File: src/rtl/wsr_pkg.sv
package wsr_pkg;

  // Clock cycles needed to cover a pulse of width_ns at clk_hz, rounded up.
  function automatic int pulse_cycles(input longint clk_hz, input longint width_ns);
    longint num;
    num = width_ns * clk_hz;
    return int'((num + 64'd999_999_999) / 64'd1_000_000_000);
  endfunction

  // Edge qualification for one pin: current and previous synchronized level.
  function automatic logic edge_hit(input logic cur, input logic prev, input logic falling);
    return falling ? (prev & ~cur) : (cur & ~prev);
  endfunction

  // Width of a down-counter that must hold the value n.
  function automatic int count_width(input int n);
    return (n < 2) ? 1 : $clog2(n + 1);
  endfunction

endpackage

File: src/rtl/wsr_pin_sync.sv
module wsr_pin_sync #(
  parameter int NUM_PINS = 10,
  parameter int STAGES   = 2
) (
  input  logic                clk,
  input  logic                rst_n,
  input  logic [NUM_PINS-1:0] pin_async,
  output logic [NUM_PINS-1:0] pin_sync
);

  for (genvar p = 0; p < NUM_PINS; p++) begin : g_pin
    logic [STAGES-1:0] chain;
    always_ff @(posedge clk or negedge rst_n) begin
      if (!rst_n) chain <= '0;
      else if (STAGES == 1) chain <= pin_async[p];
      else chain <= {chain[STAGES-2:0], pin_async[p]};
    end
    assign pin_sync[p] = chain[STAGES-1];
  end

endmodule

File: src/rtl/wsr_edge_pick.sv
module wsr_edge_pick
  import wsr_pkg::*;
#(
  parameter int NUM_PINS = 10,
  parameter int SEL_W    = 4
) (
  input  logic                clk,
  input  logic                rst_n,
  input  logic [NUM_PINS-1:0] pin_sync,
  input  logic [SEL_W-1:0]    src_sel,
  input  logic                fall_edge,
  output logic                edge_sel
);

  logic [NUM_PINS-1:0] prev_q;
  logic [NUM_PINS-1:0] hit;

  always_ff @(posedge clk or negedge rst_n) begin
    if (!rst_n) prev_q <= '0;
    else prev_q <= pin_sync;
  end

  // Edge found on every pin before the mux, so select changes never invent one.
  for (genvar p = 0; p < NUM_PINS; p++) begin : g_hit
    assign hit[p] = edge_hit(pin_sync[p], prev_q[p], fall_edge);
  end

  always_comb begin
    edge_sel = 1'b0;
    for (int i = 0; i < NUM_PINS; i++) begin
      if (int'(src_sel) == i) edge_sel = hit[i];
    end
  end

endmodule

File: src/rtl/wsr_arm_ctl.sv
module wsr_arm_ctl (
  input  logic clk,
  input  logic rst_n,
  input  logic arm,
  input  logic edge_sel,
  output logic armed,
  output logic fire,
  output logic start_strobe
);

  logic armed_q;
  logic strobe_q;

  assign fire  = armed_q & edge_sel;
  assign armed = armed_q;

  always_ff @(posedge clk or negedge rst_n) begin
    if (!rst_n) begin
      armed_q  <= 1'b0;
      strobe_q <= 1'b0;
    end else begin
      armed_q  <= arm | (armed_q & ~edge_sel);
      strobe_q <= fire;
    end
  end

  assign start_strobe = strobe_q;

endmodule

File: src/rtl/wsr_pulse_gen.sv
module wsr_pulse_gen
  import wsr_pkg::*;
#(
  parameter int PULSE_CYCLES = 2
) (
  input  logic clk,
  input  logic rst_n,
  input  logic fire,
  output logic pulse
);

  localparam int CW = count_width(PULSE_CYCLES);

  logic [CW-1:0] left_q;
  logic          pulse_q;

  always_ff @(posedge clk or negedge rst_n) begin
    if (!rst_n) begin
      left_q  <= '0;
      pulse_q <= 1'b0;
    end else if (fire) begin
      left_q  <= CW'(PULSE_CYCLES);
      pulse_q <= 1'b1;
    end else begin
      pulse_q <= (left_q > CW'(1));
      if (left_q != '0) left_q <= left_q - CW'(1);
    end
  end

  assign pulse = pulse_q;

endmodule

File: src/rtl/wave_start_router.sv
module wave_start_router
  import wsr_pkg::*;
#(
  parameter int     NUM_PINS    = 10,
  parameter int     SYNC_STAGES = 2,
  parameter longint CLK_HZ      = 40_000_000,
  parameter longint PULSE_NS    = 50,
  parameter int     SEL_W       = (NUM_PINS > 1) ? $clog2(NUM_PINS + 1) : 1
) (
  input  logic                clk,
  input  logic                rst_n,
  input  logic [NUM_PINS-1:0] pin_in,
  input  logic [SEL_W-1:0]    src_sel,
  input  logic                fall_edge,
  input  logic                out_en,
  input  logic                arm,
  output logic                start_strobe,
  output logic                trig_out,
  output logic                trig_out_en
);

  localparam int PULSE_CYCLES = pulse_cycles(CLK_HZ, PULSE_NS);

  logic [NUM_PINS-1:0] pin_sync;
  logic                edge_sel;
  logic                armed;
  logic                fire;
  logic                oe_q;

  wsr_pin_sync #(.NUM_PINS(NUM_PINS), .STAGES(SYNC_STAGES)) u_sync (
    .clk(clk), .rst_n(rst_n), .pin_async(pin_in), .pin_sync(pin_sync)
  );

  wsr_edge_pick #(.NUM_PINS(NUM_PINS), .SEL_W(SEL_W)) u_pick (
    .clk(clk), .rst_n(rst_n), .pin_sync(pin_sync), .src_sel(src_sel),
    .fall_edge(fall_edge), .edge_sel(edge_sel)
  );

  wsr_arm_ctl u_arm (
    .clk(clk), .rst_n(rst_n), .arm(arm), .edge_sel(edge_sel),
    .armed(armed), .fire(fire), .start_strobe(start_strobe)
  );

  wsr_pulse_gen #(.PULSE_CYCLES(PULSE_CYCLES)) u_pulse (
    .clk(clk), .rst_n(rst_n), .fire(fire), .pulse(trig_out)
  );

  always_ff @(posedge clk or negedge rst_n) begin
    if (!rst_n) oe_q <= 1'b0;
    else oe_q <= out_en;
  end

  assign trig_out_en = oe_q;

endmodule

File: config.mk
export PLATFORM = sky130hd
export DESIGN_NAME = wave_start_router
export DESIGN_NICKNAME = d
export VERILOG_FILES = /design/src/rtl/wsr_pkg.sv /design/src/rtl/wsr_pin_sync.sv /design/src/rtl/wsr_edge_pick.sv /design/src/rtl/wsr_arm_ctl.sv /design/src/rtl/wsr_pulse_gen.sv /design/src/rtl/wave_start_router.sv
export SDC_FILE = /design/constraint.sdc
export NUM_CORES = 1
export LEC_CHECK = 0
export BUFFER_PORTS_ARGS = -buffer_cell sky130_fd_sc_hd__buf_2
export CORE_MARGIN = 5
export CORE_UTILIZATION = 50
export DETAILED_ROUTE_END_ITERATION = 12
export GPL_TIMING_DRIVEN = 0
export PLACE_DENSITY = 0.72
export SLEW_MARGIN = 20
export SYNTH_ARGS = -nofsm -noshare
export SYNTH_HDL_FRONTEND = slang
export SYNTH_SLANG_ARGS = --single-unit
File: constraint.sdc
create_clock -name clk -period 3.64 [get_ports clk]
set_clock_uncertainty 0.2 [all_clocks]
set_input_delay 0.182 -clock clk [delete_from_list [all_inputs] [get_ports clk]]
set_output_delay 0.182 -clock clk [all_outputs]
set_load 0.01 [all_outputs]
After elaboration in Yosys (flattened, before gate mapping)
Cells that the tools add are included.
W data, S select, Z words.
{ "op_classes": {"n_addsub": 1, "magnitude_cmp": 1, "eq_ne": 9, "mux": 23, "bitwise": 44, "n_reduce_logical": 3} }
{ "ops": {"columns": ["op", "count"], "rows": [
  ["$eq A4 B4 Y1 const B", 6],
  ["$and A1 B1 Y1", 22],
  ["$mux W1", 21],
  ["$not A1 Y1", 21],
  ["$eq A4 B3 Y1 const B", 2],
  ["$eq A4 B2 Y1 const B", 1],
  ["$logic_not A4 Y1", 1],
  ["$mux W2", 2],
  ["$reduce_bool A2 Y1", 2],
  ["$gt A2 B1 Y1 const B", 1],
  ["$sub A2 B1 Y2 const B", 1],
  ["$or A1 B1 Y1", 1]
]} }
{ "word_totals": {"reg_bits": 36, "in_bits": 19, "output_inout_bits": 3, "wordCells": 97} }

Logic depth before layout (Yosys ltp)
Gate-level depths: netlist of run 1.
{ "logic_depth": {"depth_word": 16, "ltp_mapped": 6, "mapped_depth_nobuf": 5} }

By module
From an unflattened synthesis of run 1, not the netlist that was laid out.
{ "unflattened": {"hier_cells": 104, "hier_area_um2": 1362.6} }
{ "by_module_without_submodules": {"columns": ["module", "instances", "cells_per_inst", "area_each_um2", "seq_area_each_um2"], "rows": [
  ["wsr_pin_sync", 1, 30, 575.6, 500.5],
  ["wsr_edge_pick", 1, 55, 545.5, 250.2],
  ["wsr_pulse_gen", 1, 13, 147.6, 75.1],
  ["wsr_arm_ctl", 1, 5, 68.8, 50.0],
  ["wave_start_router", 1, 1, 25.0, 25.0]
]} }

Worst setup path before layout of run 1
Ideal clock, no wire load.
{ "synth_timing": {"path_type": "reg-to-reg", "startpoint": "reg u_pick.prev_q[4]", "endpoint": "reg u_pulse.left_q[0]", "setup_ns": 0.119, "arrival_time_ns": 1.521, "t_required_ns": 3.321, "setup_slack_ns": 1.800, "stages_incl_launch_ff": 6, "n_path_buf": 0, "period_less_slack_ns": 1.840, "cell_sequence": "dfrtp_1 or3b_1 and4_1 nor4_2 o2111ai_2 and2_1"} }
{ "synth_via": {"elab_chain_cells": 11, "elab_cells_between_ends": 13, "cone_classes": "mux (8); bitwise (4); reduce/logical (1)"} }
{ "synth_rtl": {"columns": ["element", "line_no", "rtl"], "rows": [
  ["from (decl)", "wsr_edge_pick.sv:15", "logic [NUM_PINS-1:0] prev_q;"],
  ["from (signal assigned)", "wsr_edge_pick.sv:20", "else prev_q <= pin_sync;"],
  ["$not A1 Y1", "wsr_pkg.sv:12", "return falling ? (prev & ~cur) : (cur & ~prev);"],
  ["$and A1 B1 Y1", "wsr_pkg.sv:12", null],
  ["$mux W1 (*)", "wsr_pkg.sv:12", null],
  ["$mux W1 (*) (6 in series)", "wsr_edge_pick.sv:31", "if (int'(src_sel) == i) edge_sel = hit[i];"],
  ["$and A1 B1 Y1 (*)", "wsr_arm_ctl.sv:14", "assign fire = armed_q & edge_sel;"],
  ["$mux W2 or $reduce_bool A2 Y1 (tied branches)", null, null],
  ["to (signal assigned)", "wsr_pulse_gen.sv:22", "left_q <= CW'(PULSE_CYCLES);"],
  ["to (signal assigned)", "wsr_pulse_gen.sv:26", "if (left_q != '0) left_q <= left_q - CW'(1);"],
  ["to (decl)", "wsr_pulse_gen.sv:14", "logic [CW-1:0] left_q;"]
]} }
Every way passes the cells marked *; elsewhere a longest branch is shown, timed or not.
A chain may end at the register's enable or synchronous reset.

Worst setup path after layout of run 1
Same ends and word-level chain as after synthesis.

==> metrics.txt, run 1 <==
Post-Syn Area 1314 um2; Critical Path, Cell by Cell or3b_1, and4_1, nor4_2, o2111ai_2, and2_1; pin count of the biggest net entering global routing 37; dpl cell area 1456 um2; Crit-path slowest cell dfrtp_1; Max-slew headroom about half; area leader, netlist dfrtp_1; endpoint arrival time on the critical path 2.00 ns; final worst-path cycle share a little over half; port bufs 21; I/O pins 22; DR vias 837; Max Cap Viol 0; drt total wl 2076 um; ANT cells 0; ys flop type dfrtp_1; sequential share of the synthesized area around two thirds; Clock Sinks 36; first-pass GRT wire length 3939 um; Final Setup Violations 0; hpwl dp 1424 um; Tmin final about 2.0 ns; FFs w/ async S/R, synth between 90% and 100%; Reg power frac about 57%; die outline width between 60 and 70 um; Fmax approximately 500 MHz; RePlAce Congestion about 0.77; clock share of power between 20% and 30%; Hold Crit Class flip-flop to flip-flop; post-synthesis cell type count 28; Setup Crit Path Kind flip-flop to flip-flop; Comb power frac between 10% and 20%; Core Footprint ~2500 um2; CTS resizes 0; Iter 0 DRT Violations 25; total grt overflow 0; final hold viol count 0; overall global routing resource usage about 14%; Startpoint Class flip-flop; switching share of power about a quarter; total die area approximately 3800 um2; total CTS buffers 5; number of global-route vias before repair 912; Longest Clk Path Bufs 2; Avg WL per Cell ~13 um; crit end category flip-flop; Setup TNS 0 ns; Antenna Nets Post-Route 0; ranking of synthesized cells by area dfrtp_1 (69%), and3b_1 (4.0%), nand3b_1 (2.9%); status completed; initial antenna violation count 0; wire length on met2 between 900 and 1000 um; Psw approximately 0.19 mW; top-count cell post-synth dfrtp_1; CP required between 3 and 4 ns; internal power 0.5987 mW; Slew @ Worst Pin about 0.74 ns; #FFs+latches synth 36; LEAKAGE approximately 0.77 nW; CTS Root Cell clkbuf_4; Cell Rows 18; most instantiated cells after synthesis dfrtp_1 (36), and3b_1 (6), inv_1 (5), nand2b_1 (5), nand3b_1 (5); PwrDens 481.4 nW/um2; Nets between 150 and 200; CTS tree built; Mapped Cells 90; top-area cell type share of the netlist area just under 70%; layout cells sized above 1 between 20 and 30%; syn_nets between 100 and 150; RSZ-0062 raised after global routing no; worst vdd ir 0.0003927 V; crit-path max FO 4; # Post-CTS Setup Buffers 0; EDFF count, synth 0; crit-path max cell delay 0.39 ns; router iterations before antenna repair 4; fin area about 1600 um2; top routing layer used met4; CTS clk-pin slew, worst paths roughly 0.1 ns; Worst-Skew Late Latency 0.32 ns; vias per std cell around 5.2; Initial Utilization a little over half; CTS HTree Levels 2; final core utilization 65.92%; final slew viol count 0; met3 wire length ~110 um; Syn-to-layout area delta 25.43%; M1 WL between 900 and 1000 um; die height 61.26 um; # hold bufs at CTS 13; syn avg cell area 14.60 um2; Yosys warning count 0; number of remaining DRC errors 0
-- per-stage QoR --
| step | hold slack (ns) | total power [mW] | setup slack (ns) | std cells |
|---|---|---|---|---|
| after CTS | 0.1583 | 0.8102 | 1.637 | 162 |
| after global placement | 0.08377 | 0.5720 | 1.695 | 141 |
| after floorplan | -0.3136 | 0.5380 | 1.800 | 90 |
| after detailed placement | 0.09132 | 0.5847 | 1.652 | 141 |
| after global routing | 0.1623 | 0.8518 | 1.540 | 162 |
| final | 0.1554 | 0.7932 | 1.653 | 162 |
-- routing by layer --
layer  vias up  GRT usage (%)
met1       408          18.16
met5         -              0
met3         2          3.774
li1        404              -
met2        23          23.11
met4         0          7.430
-- cell usage in the layout (no fill, tap or decap) --
cell type      count
buf_2             22
nand3b_1           5
and4_1             1
or3b_2             1
a21o_1             1
nand3_1            1
clkbuf_8           1
mux4_2             1
inv_1              5
nor3_1             1
a2111oi_0          3
ha_1               2
nor2_1             3
nand2_1            1
nor3b_1            3
or3b_1             2
o211ai_1           2
nor4_1             2
mux2_2             1
nand2b_1           5
o311ai_0           1
xnor2_1            1
a31o_2             1
o21ai_0            1
and3b_1            6
nor4_2             1
and2_1             1
o2111ai_2          1
clkinv_2           2
dlygate4sd3_1     13
clkbuf_4           5
dfrtp_1           36
-- worst max-delay path, delay by kind of cell, from the launching register on --
kind / cells / cell delay (ns)
AOI/OAI and AO/OA: 1 / 0.21
DFF: 1 / 0.39
and+or+nand+nor: 4 / 1.09
-- registers in the layout, indices dropped and copies added, names as in the netlist --
| register | flops |
|---|---|
| u_arm.start_strobe | 1 |
| u_pick.prev_q | 10 |
| u_arm.armed | 1 |
| u_pulse.pulse | 1 |
| u_sync.g_pin.chain | 20 |
| u_pulse.left_q | 2 |
| trig_out_en | 1 |
-- path summary, 6_finish.rpt --
kind | slack (ns) | to | cells after the start | startpoint
setup / recovery | 1.65 | u_pulse.left_q[0] | 5 | u_pick.prev_q[4]
hold / removal | 0.16 | u_sync.g_pin[4].chain[1] | 0 | u_sync.g_pin[4].chain[0]
setup reg to reg | 1.65 | u_pulse.left_q[0] | 5 | u_pick.prev_q[4]
hold reg to reg | 0.16 | u_sync.g_pin[4].chain[1] | 0 | u_sync.g_pin[4].chain[0]
max in group asynchronous | 2.51 | u_sync.g_pin[4].chain[1] | 2 | rst_n
min in group asynchronous | 0.26 | u_sync.g_pin[3].chain[0] | 2 | rst_n
-- layout make-up --
cell class	instances	area, um2
sequential	36	900.9
fill	195	852.1
multi-input combinational	48	389.1
timing repair buffer	34	235.2
clock buffer	6	51.30
tap	30	37.54
inverter	5	18.77
clock inverter	2	10.01
buffer	1	5.005
-- cell families (layout without fill, tap and decap cells) --
family / count (synthesis) / in the layout / share of synthesized area, %
flops: 36 / 36 / 68.57
xor+xnor: 1 / 1 / 0.6668
simple gates: 33 / 33 / 17.90
compound gates: 10 / 10 / 6.571
mux: 2 / 2 / 2.571
fa+ha+maj: 2 / 2 / 1.904
buf+inv: 6 / 48 / 1.809
-- power groups by stage --
stage          combinational [mW]  sequential [mW]  clock (mW)
6_report                    0.130            0.454       0.210
5_1_grt                     0.149            0.459       0.243
4_1_cts                     0.133            0.454       0.223
3_5_place_dp                0.122            0.462           0
3_3_place_gp                0.112            0.460           0
2_1_floorplan              0.0755            0.462           0
Power figures use the tool's default switching activity.
==> inputs of run 2 (changes only) <==
==> constraint.sdc (replaced) <==
create_clock -name clk -period 2 [get_ports clk]
set_clock_uncertainty 0.2 [all_clocks]
set_input_delay 0.1 -clock clk [delete_from_list [all_inputs] [get_ports clk]]
set_output_delay 0.1 -clock clk [all_outputs]
set_load 0.01 [all_outputs]
==> metrics.txt, run 2 (same netlist as run 1, synthesis figures left out) <==
Largest regs u_sync.g_pin.chain x20, u_pick.prev_q x10, u_pulse.left_q x2; router iterations before antenna repair 4; number of global-route vias before repair between 900 and 1000; I/O pins 22; endpoint arrival time on the critical path around 2.0 ns; CTS Root Cell clkbuf_4; worst vdd ir around 0.00072 V; final slew viol count 0; Tmin final between 1.5 and 2 ns; top routing layer used met4; final std cells w/o fill about 160; overall global routing resource usage about 15%; Worst Path Buf+Inv 0; Worst-Skew Late Latency ~0.32 ns; Hold Crit Class primary input to flip-flop; most frequent cells in the layout dfrtp_1 (36), buf_2 (22), dlygate4sd3_1 (13); crit-path max FO 4; total die area approximately 3800 um2; pin count of the biggest net entering global routing 37; fillers between 150 and 200; Longest Clk Path Bufs 2; Top reg by flops u_sync.g_pin.chain; total CTS buffers 5; met3 wire length roughly 140 um; Worst path top cell family by delay simple AND/OR/NAND/NOR gates; DR vias ~840; fin area about 1700 um2; Largest register FFs 20; Critical Path, Cell by Cell or3b_1, and4_1, nor4_4, o2111ai_2, and2_1; most common cell after layout, fill and taps aside dfrtp_1; Max Cap Viol 0; final worst-path cycle share slightly below 100%; crit-path max cell delay around 0.4 ns; Antenna Nets Post-Route 0; CP required 2.02 ns; die height 61.26 um; Fmax slightly above 500 MHz; final hold viol count 0; crit end category flip-flop; Slew @ Worst Pin between 0.7 and 0.8 ns; layout cells sized above 1 just under 30%; Initial Utilization around 53%; RSZ-0062 raised after global routing yes; CTS clk-pin slew, worst paths 0.10 ns; Cell Rows 18; ANT cells 0; PwrDens between 800 and 900 nW/um2; vias per std cell roughly 5.1; Crit-path slowest cell dfrtp_1; total grt overflow 0; Hold WS just over 0.09 ns; port bufs 21; dpl cell area 1456 um2; Cells after DPL around 140; first-pass GRT wire length between 3000 and 4000 um; initial antenna violation count 0; status completed; Core Footprint approximately 2500 um2; RePlAce Congestion 0.7653; number of remaining DRC errors 0; Startpoint Class flip-flop; M1 WL a little under 1000 um; Nets approximately 150; Final Setup Violations 0; wire length on met2 around 1000 um; CTS HTree Levels 2; hpwl dp around 1400 um; Max-slew headroom 50.28%; CTS tree built; Clock Sinks 36; Iter 0 DRT Violations 24; Syn-to-layout area delta 27.90%; Avg WL per Cell around 13 um; Setup Crit Path Kind flip-flop to flip-flop; drt total wl 2105 um; LEAKAGE around 0.78 nW; die outline width 61.26 um
## run 2: routing by layer
layer / track usage, % / up-vias
met4: 7.430 / 0
met5: 0 / -
li1: - / 409
met3: 3.774 / 2
met1: 18.43 / 410
met2: 22.96 / 23
## run 2: layout make-up
| cell class | instances | area [um2] | share of cell area [%] |
|---|---|---|---|
| flip-flops and latches | 36 | 900.9 | 53.61 |
| multi-input cells | 48 | 406.6 | 24.20 |
| repair buffers | 36 | 250.2 | 14.89 |
| clock buffers | 6 | 51.30 | 3.053 |
| well taps | 30 | 37.54 | 2.234 |
| inverters | 5 | 18.77 | 1.117 |
| clock inverters | 2 | 10.01 | 0.5957 |
| plain buffers | 1 | 5.005 | 0.2978 |
## run 2: stage by stage
step	worst slack (ns)	total power [mW]	setup TNS, ns	util (%)
after floorplan	0.1597	0.9791	0	-
after global placement	0.05494	1.041	0	58.26
after detailed placement	0.01163	1.064	0	58.26
after CTS	0.03532	1.478	0	66.32
after global routing	-0.03793	1.558	-0.03844	67.22
final	0.05705	1.452	0	67.22
## run 2: power by group
group	switching (mW)	leakage, nW	internal, mW
Sequential	0.0307	0.419	0.795
Clock	0.215	0.0380	0.167
Combinational	0.112	0.326	0.132
## run 2: path summary, 6_finish.rpt
check	from	endpoint	slack, ns	depth (start not counted)
setup / recovery	u_pick.prev_q[4]	u_pulse.left_q[0]	0.06	5
hold / removal	src_sel[1]	u_arm.armed	0.09	4
setup reg to reg	u_pick.prev_q[4]	u_pulse.left_q[0]	0.06	5
hold reg to reg	u_sync.g_pin[4].chain[0]	u_sync.g_pin[4].chain[1]	0.16	0
max in group asynchronous	rst_n	u_sync.g_pin[4].chain[1]	0.95	2
min in group asynchronous	rst_n	u_sync.g_pin[3].chain[0]	0.17	2
## run 2: timing repair
item                                    4_1_cts  5_1_grt
endpoints found under the setup margin        1        2
hold endpoints to repair                     48        0
setup buffers                                 0        2
pin swaps                                     0        3
gates resized for setup                       2        1
hold buffers                                 13        0
## run 2: worst reg2reg max path: cells and delay by family (launching register included)
| family | cells | cell delay, ns |
|---|---|---|
| compound gates | 1 | 0.20 |
| flops | 1 | 0.39 |
| simple gates | 4 | 1.07 |
==> inputs of run 3 (changes only) <==
--- a/config.mk
+++ b/config.mk
@@ -10,8 +10,10 @@
 export CORE_UTILIZATION = 50
 export DETAILED_ROUTE_END_ITERATION = 12
 export GPL_TIMING_DRIVEN = 0
+export MAX_ROUTING_LAYER = met4
 export PLACE_DENSITY = 0.72
 export SLEW_MARGIN = 20
 export SYNTH_ARGS = -nofsm -noshare
 export SYNTH_HDL_FRONTEND = slang
+export SYNTH_HIERARCHICAL = 1
 export SYNTH_SLANG_ARGS = --single-unit
==> metrics.txt, run 3 <==
status finished, violations left; failing checks setup timing; Fmax 443.4 MHz; met3 wire length 121 um; Cell Rows 19; Longest Clk Path Bufs 2; syn_nets ~130; CTS tree built; M1 WL roughly 910 um; EDFF count, synth 0; top-area cell type share of the netlist area between 60% and 70%; final worst-path cycle share 112.8%; Mapped Cells 104; PwrDens around 930 nW/um2; top-count cell post-synth dfrtp_1; post-synthesis cell type count 34; number of remaining DRC errors 0; Nets about 170; FFs w/ async S/R, synth 100.0%; final slew viol count 0; Yosys warning count 6; layout cells sized above 1 a little under a third; RSZ-0062 raised after global routing yes; cells on worst reg2reg path 7; ANT cells 0; number of global-route vias before repair about 960; Worst R2R Start u_sync/g_pin[1].chain[1]; Final Setup Violations 5; syn avg cell area approximately 13 um2; sequential share of the synthesized area about two thirds; Min-Delay Path Depth 5; DR vias a little under 900; initial antenna violation count 0; top routing layer used met4; crit-path max FO 4; r2r setup slk -0.26 ns; area leader, netlist dfrtp_1; final core utilization roughly 65%; most instantiated cells after synthesis dfrtp_1 (36), buf_4 (10), inv_1 (9), nand2_1 (4); hold worst-path end u_arm/armed; Tmin final between 2 and 2.5 ns; Max-slew headroom between 40 and 50%; router iterations before antenna repair 4; most frequent cells in the layout dfrtp_1 (36), buf_2 (22), dlygate4sd3_1 (13); Syn-to-layout area delta 28.47%; Clock Sinks 36; hpwl dp 1419 um; Initial Utilization approximately half; overall power 1.635 mW; die height ~62 um; CTS HTree Levels 2; Avg WL per Cell approximately 13 um; final hold viol count 0; endpoint arrival time on the critical path 2.32 ns; Setup TNS -1.067 ns; # Post-CTS Setup Buffers 0; crit end category flip-flop; Worst-Skew Late Latency about 0.33 ns; vias per std cell between 4 and 5; drt total wl roughly 2200 um; CTS Root Cell clkbuf_4; wire length on met2 between 1000 and 1500 um; Core Footprint about 2700 um2; most common cell after layout, fill and taps aside dfrtp_1; first-pass GRT wire length 4050 um; Startpoint Class flip-flop; Final Worst Setup Slack -0.2552 ns; RePlAce Congestion 0.7869; Antenna Nets Post-Route 0; Setup Crit Path Kind flip-flop to flip-flop; worst vdd ir slightly below 0.0008 V; Largest regs u_sync/g_pin.chain x20, u_pick/prev_q x10, u_pulse/left_q x2; ranking of synthesized cells by area dfrtp_1 (66%), buf_4 (5.5%), inv_1 (2.5%); Hold Crit Start src_sel[3]; Slew @ Worst Pin between 0.7 and 0.8 ns; dpl ws -0.2807 ns; LEAKAGE 0.8260 nW; CP required just over 2 ns; #FFs+latches synth 36; CTS clk-pin slew, worst paths ~0.11 ns; Max Cap Viol 0; total die area between 3000 and 4000 um2; total grt overflow 0; total CTS buffers 5; die outline width slightly above 60 um; I/O pins 22; port bufs 21; overall global routing resource usage between 10% and 20%; Largest register FFs 20; Top reg by flops u_sync/g_pin.chain; ys flop type dfrtp_1; pin count of the biggest net entering global routing 37; Hold Crit Class primary input to flip-flop; reg-to-reg endpoint u_pulse/pulse; Post-Syn Area roughly 1400 um2; Iter 0 DRT Violations 15
## run 3: timing repair
| item | CTS | global route |
|---|---|---|
| endpoints found under the hold margin | 48 | 0 |
| resized for setup | 1 | 3 |
| pin swaps | 0 | 2 |
| hold buffers | 13 | 0 |
| endpoints found under the setup margin | 5 | 5 |
| cloned | 0 | 0 |
## run 3: metal layers
layer | track usage, % | vias up
met1 | 14.15 | 425
met4 | 7.317 | 0
li1 | - | 427
met2 | 21.63 | 20
met3 | 5.946 | 2
met5 | - | -
## run 3: power breakdown
| group | switching, mW | internal [mW] | leakage (nW) | total, mW |
|---|---|---|---|---|
| clock network | 0.226 | 0.332 | 0.0515 | 0.558 |
| registers | 0.0276 | 0.794 | 0.418 | 0.821 |
| logic | 0.123 | 0.132 | 0.356 | 0.256 |
## run 3: cells by family (layout without fill, tap and decap cells)
| group | Yosys count | in the layout | synth area share, % |
|---|---|---|---|
| flip-flops | 36 | 36 | 66.12 |
| AND/OR/NAND/NOR | 28 | 28 | 13.68 |
| buffers and inverters | 22 | 63 | 8.907 |
| AO/OA/AOI/OAI | 15 | 15 | 8.817 |
| adder cells (fa/ha/maj) | 2 | 2 | 1.836 |
| XOR/XNOR | 1 | 1 | 0.6429 |
## run 3: area by class of cell
| class | instances | area, um2 |
|---|---|---|
| Sequential cell | 36 | 900.9 |
| Clock buffer | 7 | 65.06 |
| Inverter | 9 | 33.78 |
| Multi-Input combinational cell | 46 | 366.6 |
| Buffer | 12 | 80.08 |
| Fill cell | 202 | 935.9 |
| Clock inverter | 1 | 30.03 |
| Timing Repair Buffer | 34 | 235.2 |
| Tap cell | 31 | 38.79 |
## run 3: how the worst max path moves through the flow
stage / start / endpoint / slack (ns) / cells after the start
after floorplan: u_sync/g_pin[1].chain[1] / u_pulse/pulse / -0.19 / 8
after global placement: u_sync/g_pin[1].chain[1] / u_pulse/pulse / -0.28 / 8
after detailed placement: u_sync/g_pin[1].chain[1] / u_pulse/pulse / -0.28 / 8
after CTS: u_sync/g_pin[1].chain[1] / u_pulse/pulse / -0.24 / 7
after global routing: u_sync/g_pin[1].chain[1] / u_pulse/pulse / -0.36 / 7
final: u_sync/g_pin[1].chain[1] / u_pulse/pulse / -0.26 / 7
## run 3: per-stage QoR
step	hold slack, ns	std cells	cell area (um2)
after floorplan	-0.3956	104	1373
after global placement	0.007679	156	1516
after detailed placement	0.009327	156	1516
after CTS	0.01225	176	1733
after global routing	0.02349	176	1750
final	0.02611	176	1750
## run 3: worst max-delay path, cell delays in order (launching register included)
cell and delay, ns:
dfrtp_1 0.40, or3b_1 0.37, o2111ai_2 0.09, o21ai_1 0.10
or4_4 0.50, a211oi_4 0.25, and2_4 0.19, o21bai_1 0.10
